File: src/rtl/imw_pkg.sv
`timescale 1ns/1ps
package imw_pkg;
    localparam int ADDR_W    = 32;
    localparam int NUM_WIN   = 3;
    localparam int GRAN_LOG2 = 20;
    localparam int CODE_W    = 4;
    localparam int MAX_CODE  = 11;
    localparam int CFG_AW    = 8;
    localparam int IDX_W     = (NUM_WIN > 1) ? $clog2(NUM_WIN) : 1;
    localparam logic [CFG_AW-1:0] FIRST_OFS = 8'h50;
    localparam logic [CODE_W-1:0] OFF_CODE  = 4'hF;

    typedef struct packed {
        logic [ADDR_W-1:GRAN_LOG2] base;
        logic [CODE_W-1:0]         code;
    } win_cfg_t;
endpackage

File: src/rtl/imw_win_regs.sv
`timescale 1ns/1ps
module imw_win_regs
    import imw_pkg::*;
#(
    parameter int N_WIN = NUM_WIN
) (
    input  logic                    clk,
    input  logic                    rst_n,
    input  logic                    cfg_we,
    input  logic [CFG_AW-1:0]       cfg_addr,
    input  logic [ADDR_W-1:0]       cfg_wdata,
    output win_cfg_t [N_WIN-1:0]    win_cfg
);
    localparam int FIELD_LO = GRAN_LOG2 - CODE_W;

    win_cfg_t wr_val;
    logic     unused_low;

    assign wr_val.base = cfg_wdata[ADDR_W-1:GRAN_LOG2];
    assign wr_val.code = cfg_wdata[GRAN_LOG2-1:FIELD_LO];
    assign unused_low  = ^cfg_wdata[FIELD_LO-1:0];

    for (genvar i = 0; i < N_WIN; i++) begin : g_reg
        localparam logic [CFG_AW-1:0] MY_OFS = FIRST_OFS + CFG_AW'(4 * i);
        logic sel;
        assign sel = cfg_we && (cfg_addr == MY_OFS);

        always_ff @(posedge clk or negedge rst_n) begin
            if (!rst_n) begin
                win_cfg[i].base <= '0;
                win_cfg[i].code <= OFF_CODE;
            end else if (sel) begin
                win_cfg[i] <= wr_val;
            end
        end
    end
endmodule

File: src/rtl/imw_win_match.sv
`timescale 1ns/1ps
module imw_win_match
    import imw_pkg::*;
(
    input  win_cfg_t          cfg,
    input  logic [ADDR_W-1:0] addr,
    output logic              hit,
    output logic [ADDR_W-1:0] offset
);
    logic              code_ok;
    logic [ADDR_W-1:0] span_mask;
    logic [ADDR_W-1:0] base_full;

    assign code_ok   = (int'(cfg.code) <= MAX_CODE);
    assign base_full = {cfg.base, {GRAN_LOG2{1'b0}}};

    always_comb begin
        for (int b = 0; b < ADDR_W; b++) begin
            span_mask[b] = (b < GRAN_LOG2 + int'(cfg.code));
        end
    end

    assign hit    = code_ok && (((addr ^ base_full) & ~span_mask) == '0);
    assign offset = addr & span_mask;
endmodule

File: src/rtl/imw_prio_pick.sv
`timescale 1ns/1ps
module imw_prio_pick
    import imw_pkg::*;
#(
    parameter int N_WIN = NUM_WIN
) (
    input  logic [N_WIN-1:0]             hits,
    input  logic [N_WIN-1:0][ADDR_W-1:0] offsets,
    output logic                         any_hit,
    output logic [IDX_W-1:0]             win_idx,
    output logic [ADDR_W-1:0]            win_ofs
);
    always_comb begin
        any_hit = 1'b0;
        win_idx = '0;
        win_ofs = '0;
        for (int i = N_WIN - 1; i >= 0; i--) begin
            if (hits[i]) begin
                any_hit = 1'b1;
                win_idx = IDX_W'(i);
                win_ofs = offsets[i];
            end
        end
    end
endmodule

File: src/rtl/imw_decoder.sv
`timescale 1ns/1ps
module imw_decoder
    import imw_pkg::*;
#(
    parameter logic [ADDR_W-1:0] LOCAL_BASE = '0
) (
    input  logic              clk,
    input  logic              rst_n,
    input  logic              cfg_we,
    input  logic [7:0]        cfg_addr,
    input  logic [31:0]       cfg_wdata,
    input  logic              lk_valid,
    input  logic [31:0]       lk_addr,
    output logic              rsp_valid,
    output logic              rsp_hit,
    output logic [1:0]        rsp_win,
    output logic [31:0]       rsp_local
);
    win_cfg_t [NUM_WIN-1:0]         win_cfg;
    logic [NUM_WIN-1:0]             win_hit;
    logic [NUM_WIN-1:0][ADDR_W-1:0] win_ofs;
    logic                           any_hit;
    logic [IDX_W-1:0]               pick_idx;
    logic [ADDR_W-1:0]              pick_ofs;

    imw_win_regs #(.N_WIN(NUM_WIN)) u_regs (
        .clk       (clk),
        .rst_n     (rst_n),
        .cfg_we    (cfg_we),
        .cfg_addr  (cfg_addr),
        .cfg_wdata (cfg_wdata),
        .win_cfg   (win_cfg)
    );

    for (genvar i = 0; i < NUM_WIN; i++) begin : g_match
        imw_win_match u_match (
            .cfg    (win_cfg[i]),
            .addr   (lk_addr),
            .hit    (win_hit[i]),
            .offset (win_ofs[i])
        );
    end

    imw_prio_pick #(.N_WIN(NUM_WIN)) u_pick (
        .hits    (win_hit),
        .offsets (win_ofs),
        .any_hit (any_hit),
        .win_idx (pick_idx),
        .win_ofs (pick_ofs)
    );

    always_ff @(posedge clk or negedge rst_n) begin
        if (!rst_n) begin
            rsp_valid <= 1'b0;
            rsp_hit   <= 1'b0;
            rsp_win   <= '0;
            rsp_local <= '0;
        end else begin
            rsp_valid <= lk_valid;
            if (lk_valid && any_hit) begin
                rsp_hit   <= 1'b1;
                rsp_win   <= pick_idx;
                rsp_local <= LOCAL_BASE + pick_ofs;
            end else begin
                rsp_hit   <= 1'b0;
                rsp_win   <= '0;
                rsp_local <= '0;
            end
        end
    end
endmodule

File: config.mk
export PLATFORM = sky130hd
export DESIGN_NAME = imw_decoder
export DESIGN_NICKNAME = d
export VERILOG_FILES = /design/src/rtl/imw_pkg.sv /design/src/rtl/imw_win_regs.sv /design/src/rtl/imw_win_match.sv /design/src/rtl/imw_prio_pick.sv /design/src/rtl/imw_decoder.sv
export SDC_FILE = /design/constraint.sdc
export NUM_CORES = 1
export LEC_CHECK = 0
export BUFFER_PORTS_ARGS = -buffer_cell sky130_fd_sc_hd__buf_4
export CAP_MARGIN = 20
export CORE_MARGIN = 2
export CORE_UTILIZATION = 57
export CTS_CLUSTER_SIZE = 24
export DETAILED_ROUTE_END_ITERATION = 10
export PLACE_DENSITY = 0.86
export SLEW_MARGIN = 40
export SYNTH_ARGS = -nofsm -noshare
export SYNTH_HDL_FRONTEND = slang
export SYNTH_HIERARCHICAL = 1
export SYNTH_SLANG_ARGS = --single-unit
File: constraint.sdc
create_clock -name clk -period 3.4 [get_ports clk]
set_input_delay 0.17 -clock clk [delete_from_list [all_inputs] [get_ports clk]]
set_output_delay 0.17 -clock clk [all_outputs]
set_load 0.05 [all_outputs]
## After elaboration in Yosys (flattened, before gate mapping)

Index checks and enable logic that the tools add are counted.

| storage, ports and cells | value |
|---|---|
| flip-flop bits (word level) | 84 |

| operators by class | value |
|---|---|
| $add $sub $neg | 3 |
| magnitude comparators | 99 |
| equality and inequality tests | 3 |
| multiplexer cells | 12 |
| bitwise logic cells | 12 |
| reduce and logical (&&, ||, !) cells | 10 |

Operator list:

| cell | number |
|---|---|
| 6-bit by 32-bit less-than comparator with 1-bit output, first input constant | 48 |
| 5-bit by 32-bit less-than comparator with 1-bit output, first input constant | 24 |
| 4-bit by 32-bit less-than comparator with 1-bit output, first input constant | 12 |
| 32-bit bitwise AND | 6 |
| 3-bit by 32-bit less-than comparator with 1-bit output, first input constant | 6 |
| 32-bit two-way mux | 4 |
| 32-bit logical NOT | 3 |
| 1-bit by 32-bit less-than comparator with 1-bit output, first input constant | 3 |
| 2-bit by 32-bit less-than comparator with 1-bit output, first input constant | 3 |
| 32-bit NOT | 3 |
| 32-bit bitwise XOR | 3 |
| 8-bit by 7-bit == test with 1-bit output, second input constant | 3 |
| 5-bit by 4-bit adder with 6-bit output, first input constant | 3 |
| 4-bit <= comparator, second input constant | 3 |
| 2-bit two-way mux | 4 |
| 1-bit logical AND | 7 |
| 1-bit two-way mux | 4 |

## Depth between registers and ports, before layout

Gate-level depths: netlist (run 1).

| depth | value |
|---|---|
| depth after elaboration | 11 |
| mapped depth | 11 |
| gate-level depth less buffers | 9 |

## Modules after synthesis

Netlist (run 1), hierarchy kept.

By module, submodules not included:

| module | instances | cells an instance | area each (sq um) |
|---|---|---|---|
| imw_win_regs | 1 | 106 | 1990.7 |
| imw_win_match | 3 | 77 | 579.3 |
| imw_prio_pick | 1 | 149 | 1221.2 |
| imw_decoder | 1 | 77 | 1149.9 |

## Worst setup path before layout (run 1)

Ideal clock, no wire load.

| timing | value |
|---|---|
| kind | register to register |
| start point | reg u_regs/win_cfg[18] (netlist name) |
| end point | reg rsp_local[10] |
| setup time | 0.120 ns |
| data arrival time | 2.390 ns |
| path slack | 0.891 ns |
| stages on the path, launching flop included | 10 |
| buffers on the path | 2 |
| period minus slack after synthesis | 2.509 ns |
| cells stage by stage | dfstp_2 > inv_1 > ha_1 > a21boi_0 > o32ai_1 > nor4b_2 > buf_6 > or3_1 > buf_2 > and3_1 |

| on the way | value |
|---|---|
| word-level cells in the longest chain between the ends | 10 |
| elaborated cells on any way between the ends | 45 |
| those cells by class | add/sub: 1; order compare: 33; mux: 5; bitwise: 3; reduce/logical: 3 |

Ends and longest elaborated chain:

| element | line | RTL |
|---|---|---|
| 5-bit by 4-bit adder with 6-bit output | imw_win_match.sv:19 | `span_mask[b] = (b < GRAN_LOG2 + int'(cfg.code));` |
| 1-bit by 32-bit less-than comparator with 1-bit output, or another cell as far along | imw_win_match.sv:19 |  |
| 32-bit NOT | imw_win_match.sv:23 | `assign hit = code_ok && (((addr ^ base_full) & ~span_mask) == '0);` |
| 32-bit bitwise AND | imw_win_match.sv:23 |  |
| 32-bit logical NOT | imw_win_match.sv:23 |  |
| 1-bit logical AND * | imw_win_match.sv:23 |  |
| via win_hit[1] | imw_decoder.sv:20 | `logic [NUM_WIN-1:0] win_hit;` |
| 1-bit two-way mux * (2 in a row) | imw_prio_pick.sv:18 | `if (hits[i]) begin` |
| via any_hit | imw_decoder.sv:22 | `logic any_hit;` |
| 1-bit logical AND * | imw_decoder.sv:60 | `if (lk_valid && any_hit) begin` |
| 32-bit two-way mux * | imw_decoder.sv:60 |  |
| to (signal assigned) | imw_decoder.sv:63 | `rsp_local <= LOCAL_BASE + pick_ofs;` |
| to (decl) | imw_decoder.sv:17 | `output logic [31:0] rsp_local` |

The timed path passes the listed nets; every way through them passes the cells marked *.
A chain may end at the register's enable or synchronous reset.

## Worst setup path after layout (run 1)

| timing | value |
|---|---|
| start point | reg u_regs/win_cfg[18] (netlist name) |
| end point | reg rsp_local[11] |

| on the way | value |
|---|---|
| word-level cells in the longest chain between the ends | 10 |
| elaborated cells on any way between the ends | 45 |
| those cells by class | add/sub: 1; order compare: 33; mux: 5; bitwise: 3; reduce/logical: 3 |

Ends and longest elaborated chain:

| element | line |
|---|---|
| 5-bit by 4-bit adder with 6-bit output | imw_win_match.sv:19 |
| 1-bit by 32-bit less-than comparator with 1-bit output, or another cell as far along | imw_win_match.sv:19 |
| 32-bit NOT | imw_win_match.sv:23 |
| 32-bit bitwise AND | imw_win_match.sv:23 |
| 32-bit logical NOT | imw_win_match.sv:23 |
| 1-bit logical AND * | imw_win_match.sv:23 |
| via win_hit[1] | imw_decoder.sv:20 |
| 1-bit two-way mux * (2 in a row) | imw_prio_pick.sv:18 |
| via any_hit | imw_decoder.sv:22 |
| 1-bit logical AND * | imw_decoder.sv:60 |
| 32-bit two-way mux * | imw_decoder.sv:60 |

Marked as above.

==> results of run 1 <==
## worst min-delay path by stage
stage / endpoint / slack (ps) / cells after the start
finish: u_regs/win_cfg[24] / 60 / 2
floorplan: rsp_hit / -130 / 0
detailed placement: rsp_local[16] / 270 / 1
global placement: rsp_local[16] / 400 / 1
CTS: u_regs/win_cfg[24] / 50 / 2
global route: u_regs/win_cfg[8] / 60 / 2
## power by group through the flow
| stage | clock (mW) | combinational [mW] | sequential (mW) |
|---|---|---|---|
| 2_1_floorplan | 0 | 0.204 | 1.07 |
| 3_3_place_gp | 0 | 0.306 | 1.08 |
| 3_5_place_dp | 0 | 0.314 | 1.08 |
| 4_1_cts | 0.719 | 0.317 | 1.06 |
| 5_1_grt | 0.754 | 0.344 | 1.06 |
| 6_report | 0.704 | 0.316 | 1.06 |
## metrics by stage
| step | setup slack [ps] | instances |
|---|---|---|
| detailed placement | 421.4 | 706 |
| global route | 298.1 | 723 |
| finish | 396.9 | 723 |
| floorplan | 890.7 | 563 |
| global placement | 356.1 | 706 |
| CTS | 403.8 | 723 |
## registers in the layout (all words and copies together), names as in the netlist
| register | flops |
|---|---|
| u_regs/win_cfg | 48 |
| rsp_local | 32 |
| rsp_win | 2 |
| rsp_hit | 1 |
| rsp_valid | 1 |
## cell usage after synthesis, types with 2 or more instances
cell type       count  area, sq um
buf_12              4        80.08
and2b_1            20        150.1
a21oi_1            18        90.09
o31a_1              3        26.28
buf_6               5        56.30
nor2b_1            28        175.2
dlymetal6s2s_1      2        25.02
nand2_1             3        11.26
a2bb2oi_1           3        26.28
a311oi_1            3        26.28
and2_1              4        25.02
and3_1             34        212.7
xor2_1             27        236.5
buf_2               8        40.04
nand2b_1            6        37.54
dfrtp_1            72         1802
nand3b_1           35        262.8
inv_1              12        45.04
o32ai_1             3        26.28
mux2_2             28        315.3
a211oi_1            3        22.52
buf_4              50        375.4
nor2_1              3        11.26
dfstp_2            12        315.3
o211ai_1            3        22.52
o21a_1              9        67.56
a21boi_0           15        112.6
clkbuf_1           17        63.81
ha_1               18        225.2
nand2_2             3        18.77
a21bo_1             3        30.03
or3b_1              3        26.28
mux2_4             20        300.3
a221o_1             3        30.03
buf_8               3        45.04
a21oi_2            58        508.0
nor4b_2             3        45.04
xnor2_1             9        78.83
## per-layer routing
layer / up-vias / GRT usage [%]
li1: 1932 / -
met1: 1987 / 30.74
met2: 118 / 38.16
met3: 20 / 3.329
met4: 0 / 7.601
met5: - / 0
## layout make-up
| type | instances | area share, % |
|---|---|---|
| Inverter | 12 | 0.6860 |
| Tap cell | 136 | 2.591 |
| Clock buffer | 14 | 2.325 |
| Timing Repair Buffer | 99 | 11.83 |
| Clock inverter | 2 | 0.5716 |
| Multi-Input combinational cell | 376 | 49.75 |
| Sequential cell | 84 | 32.24 |
## what timing repair did
action / 4_1_cts / 5_1_grt
buffers inserted: 0 / 0
hold endpoints to repair: 72 / 0
hold buffers: 1 / 0
## cell families after synthesis
family / share of synthesized area, %
adders and majority gates: 3.692
and+or+nand+nor: 17.95
buffers and inverters: 12.18
xor gates and xnor gates: 5.169
muxes: 10.09
DFF: 34.71
AOI/OAI and AO/OA: 16.21
==> results.ini, run 1 <==
[run_status]
status = complete, no violations

[layout]
seq_area_sq_um = 2117
nNetsFinal = 676
num_antenna_cells = 0
filler_cell_count = 857
post-route-cell-area_sq_um = 6566
layout_common_cells = buf_4 (95), dfrtp_1 (72), a21oi_2 (58), nand3b_1 (35), and3_1 (34)
post-route-util_pct = 63.32
mostFrequentLayoutCell = buf_4
final_layout_size_suffix_gt1_share_pct = 41.06
areaGrowthSynthToFinish_pct = 7.651
multi_input_area_sq_um = 3267

[global_route]
grt_use_total_pct = 22.91
antenna_found_initial = 0
grt_overflow = 0
grt_pass1_wl_mm = 20.80
grt_pass1_vias = 4233
grt_max_degree = 85

[power_and_ir_drop]
leakage_nw = 3.158
power.total_mw = 2.079
power_density_nw_per_um2 = 316.6
power_frac_comb_pct = 15.2
p_int_mw = 1.546
power.switching_mw = 0.5333
p_clk_share_pct = 33.9
peakVddDrop_mv = 0.2288
p_seq_share_pct = 51.0
swShare_pct = 25.65

[yosys]
syn-instance-count = 563
yosysSeqAreaShare_pct = 34.71
synth-seq-cells = 84
synth_area_per_cell_sq_um = 10.83
netlist_area_sq_um = 6100
synthFlopType = dfrtp_1
syn_nets = 657
async_reset_ff_share_pct = 100.0
yosysWarnings = 6
synth.distinct_cells = 48
synth_edf_count = 0

[critical_path]
path_class = reg2reg
endpoint_kind = register
path_delay_family = simple AND/OR/NAND/NOR gates
startpoint_type = register
r2r_cells = 7
crit_fanout = 35
path_buf_inv = 1
critPathSlowestCell = or3_2
max_stage_delay_ps = 770
cp-endpoint = rsp_local[11]
timing.reg2reg.setup_slack_ps = 400
cp_cell_sequence = inv_1 > ha_1 > a21boi_0 > o32ai_1 > nor4b_4 > or3_2 > and3_1
cp_num_cells = 7
arrival_ps = 3230
critPathLaunch = u_regs/win_cfg[18]
critPathRequiredTime_ps = 3630
r2r_end = rsp_local[11]
reg2reg_from = u_regs/win_cfg[18]

[timing]
finClkSkew_ps = 16.70
maxSlewHeadroom_pct = 54.27
slew_viol_final = 0
setup_viol = 0
fin_setup_tns_ps = 0
worst_pin_slew_ps = 685.9
grt_setup_unrepaired = false
hold_viol = 0
whs_ps = 59.57
fmax_ghz = 0.3330
fin_crit_ps = 3003
fin_crit_sh_pct = 88.33

[place]
dp_hpwl_mm = 9.199
io_buffers = 95
place.gp.congestion = 0.9252
place_area_sq_um = 6364

[clock_network]
worstSkewPairLatency_ps = 350
cts_root_buf = clkbuf_8
cts_tree = yes
cts_resized = 0
htree_levels = 3
cts.sinks = 84
worst_setup_hold_path_clk_slew_ps = 90
cts_buffer_depth = 2
cts_made_buffers = 9

[min_path]
hp-class = in2reg
hp-start = cfg_wdata[24]

[routing]
viasPerCell = 5.611
drt-met1-wl_mm = 5.876
met3_length_um = 682
num_vias = 4057
drtPass1Iterations = 4
wire_per_inst_um = 17.90
wl_mm = 12.94
maxUsedRoutingLayer = met4
wl_met2_mm = 6.168
drc = 0
drt_iter0_drc = 179
antenna_left = 0

[floorplanning]
rows = 37
core_area_sq_um = 10370
die_h_um = 107.4
pin_count = 112
die_w_um = 107.4
die_area_sq_um = 11540
start_util_pct = 58.82

[job]
cap_violations = 0

Power figures use the tool's default switching activity.
==> run 2: changes to the inputs <==
RECOVER_POWER = 25   (was not set)
==> results.ini, run 2 (synthesis gave the netlist of run 1 again) <==
[power_and_ir_drop]
leakage_nw = 3.151  ; -0.21%
p_clk_share_pct = 33.9  ; about the same
power_density_nw_per_um2 = 316.9  ; +0.11%
power_frac_comb_pct = 15.1  ; about the same
swShare_pct = 25.66  ; about the same
p_seq_share_pct = 51.0  ; about the same
power.total_mw = 2.077  ; about the same
power.switching_mw = 0.5330  ; about the same
p_int_mw = 1.544  ; about the same
peakVddDrop_mv = 0.2287  ; about the same

[layout]
final_layout_size_suffix_gt1_share_pct = 40.89  ; -0.17 points
layout_common_cells = buf_4 (94), dfrtp_1 (72), a21oi_2 (58), nand3b_1 (35), and3_1 (34)
areaGrowthSynthToFinish_pct = 7.446
largest_registers = u_regs/win_cfg x48, rsp_local x32, rsp_win x2
num_antenna_cells = 0  ; unchanged
nNetsFinal = 676  ; unchanged
largest_register_ffs = 48  ; unchanged
mostFrequentLayoutCell = buf_4
top_register = u_regs/win_cfg
post-route-cell-area_sq_um = 6554  ; -0.19%
fin_cells = 723  ; unchanged

[routing]
drc = 0  ; unchanged
drtPass1Iterations = 4  ; unchanged
wire_per_inst_um = 17.88  ; about the same
drt_iter0_drc = 178  ; -0.56%
viasPerCell = 5.615  ; about the same
antenna_left = 0  ; unchanged
num_vias = 4060  ; +0.074%
wl_mm = 12.93  ; about the same

[critical_path]
crit_fanout = 35  ; unchanged
startpoint_type = register
endpoint_kind = register
critPathRequiredTime_ps = 3630  ; about the same
arrival_ps = 3230  ; about the same
path_class = reg2reg
timing.reg2reg.setup_slack_ps = 390  ; about the same

[floorplanning]
start_util_pct = 58.82  ; unchanged
rows = 37  ; unchanged
die_w_um = 107.4  ; unchanged
core_area_sq_um = 10370  ; unchanged
pin_count = 112  ; unchanged
die_h_um = 107.4  ; unchanged
die_area_sq_um = 11540  ; unchanged

[min_path]
hp-class = in2reg

[job]
cap_violations = 1  ; +1

[clock_network]
cts_buffer_depth = 2  ; unchanged
cts_root_buf = clkbuf_8
worst_setup_hold_path_clk_slew_ps = 90  ; about the same
cts_tree = yes
cts.sinks = 84  ; unchanged
cts_made_buffers = 9  ; unchanged
cts_resized = 0  ; unchanged
htree_levels = 3  ; unchanged
post-cts-setup-buffer-count = 0  ; unchanged
hold_buffers = 1  ; unchanged
worstSkewPairLatency_ps = 350  ; about the same

[timing]
fin_setup_tns_ps = 0  ; unchanged
maxSlewHeadroom_pct = -38.09  ; -92 points
finClkSkew_ps = 16.75  ; +0.04490 ps
hold_viol = 0  ; unchanged
fin_crit_ps = 3007  ; +3.566 ps
grt_setup_unrepaired = false
worst_pin_slew_ps = 2071  ; +1385 ps
fmax_ghz = 0.3326  ; -0.12%
slew_viol_final = 85  ; +85
setup_viol = 0  ; unchanged
fin_crit_sh_pct = 88.43  ; +0.10 points

[global_route]
grt_pass1_vias = 4233  ; unchanged
grt_overflow = 0  ; unchanged
grt_max_degree = 85  ; unchanged
grt_use_total_pct = 22.91  ; unchanged
antenna_found_initial = 0  ; unchanged
grt_pass1_wl_mm = 20.80  ; unchanged

[place]
place.gp.congestion = 0.9252  ; unchanged
dp_hpwl_mm = 9.199  ; unchanged
place_area_sq_um = 6364  ; unchanged
dp.cells = 706  ; unchanged
io_buffers = 95  ; unchanged

[run_status]
status = finished with violations
violations = capacitance limit, slew limit

## run 2: changes by cell type in the layout (fill, tap and decap cells not counted), sizes merged
cell and delta:
clkbuf +1, buf -1
## run 2: per-stage QoR
step	utilization, %	setup slack, ps	hold WS (ps)
final	63.20	393.4	59.59
after global routing	63.20	294.6	59.42
after CTS	63.30	403.8	45.32
after detailed placement	61.37	421.4	271.1
after global placement	61.32	356.1	404.0
after floorplan	-	890.7	-125.6
## run 2: per-layer routing
| layer | share of wire (%) | global-route usage, % |
|---|---|---|
| met1 | 45 | 30.74 |
| met2 | 48 | 38.16 |
| met3 | 5.4 | 3.329 |
| met4 | 1.6 | 7.601 |
| met5 | 0 | 0 |
## run 2: path summary, 6_finish.rpt
check,startpoint,end,depth (start not counted)
worst max-delay path,u_regs/win_cfg[18],rsp_local[11],7
worst min-delay path,cfg_wdata[24],u_regs/win_cfg[24],2
worst max register to register,u_regs/win_cfg[18],rsp_local[11],7
worst min register to register,u_regs/win_cfg[39],u_regs/win_cfg[39],1
max in group asynchronous,rst_n,u_regs/win_cfg[22],2
min in group asynchronous,rst_n,rsp_local[16],2
## run 2: worst max-delay path: stages (launching register included)
cell and delay (ps):
dfstp_2 570, inv_1 90, ha_1 360, a21boi_0 170
o32ai_1 540, nor4b_4 100, or3_2 770, and3_1 280
## run 2: cell type report
class | instances | area, sq um
well taps | 136 | 170.2
repair buffers | 99 | 764.5
clock buffers | 14 | 152.6
fillers | 861 | 3816
inverters | 12 | 45.04
flip-flops and latches | 84 | 2117
clock inverters | 2 | 37.54
multi-input cells | 376 | 3267
## run 2: power by group through the flow
stage / Clock [mW] / Combinational, mW / Sequential, mW
finish: 0.704 / 0.314 / 1.06
global route: 0.754 / 0.343 / 1.06
CTS: 0.719 / 0.317 / 1.06
detailed placement: 0 / 0.314 / 1.08
global placement: 0 / 0.306 / 1.08
floorplan: 0 / 0.204 / 1.07
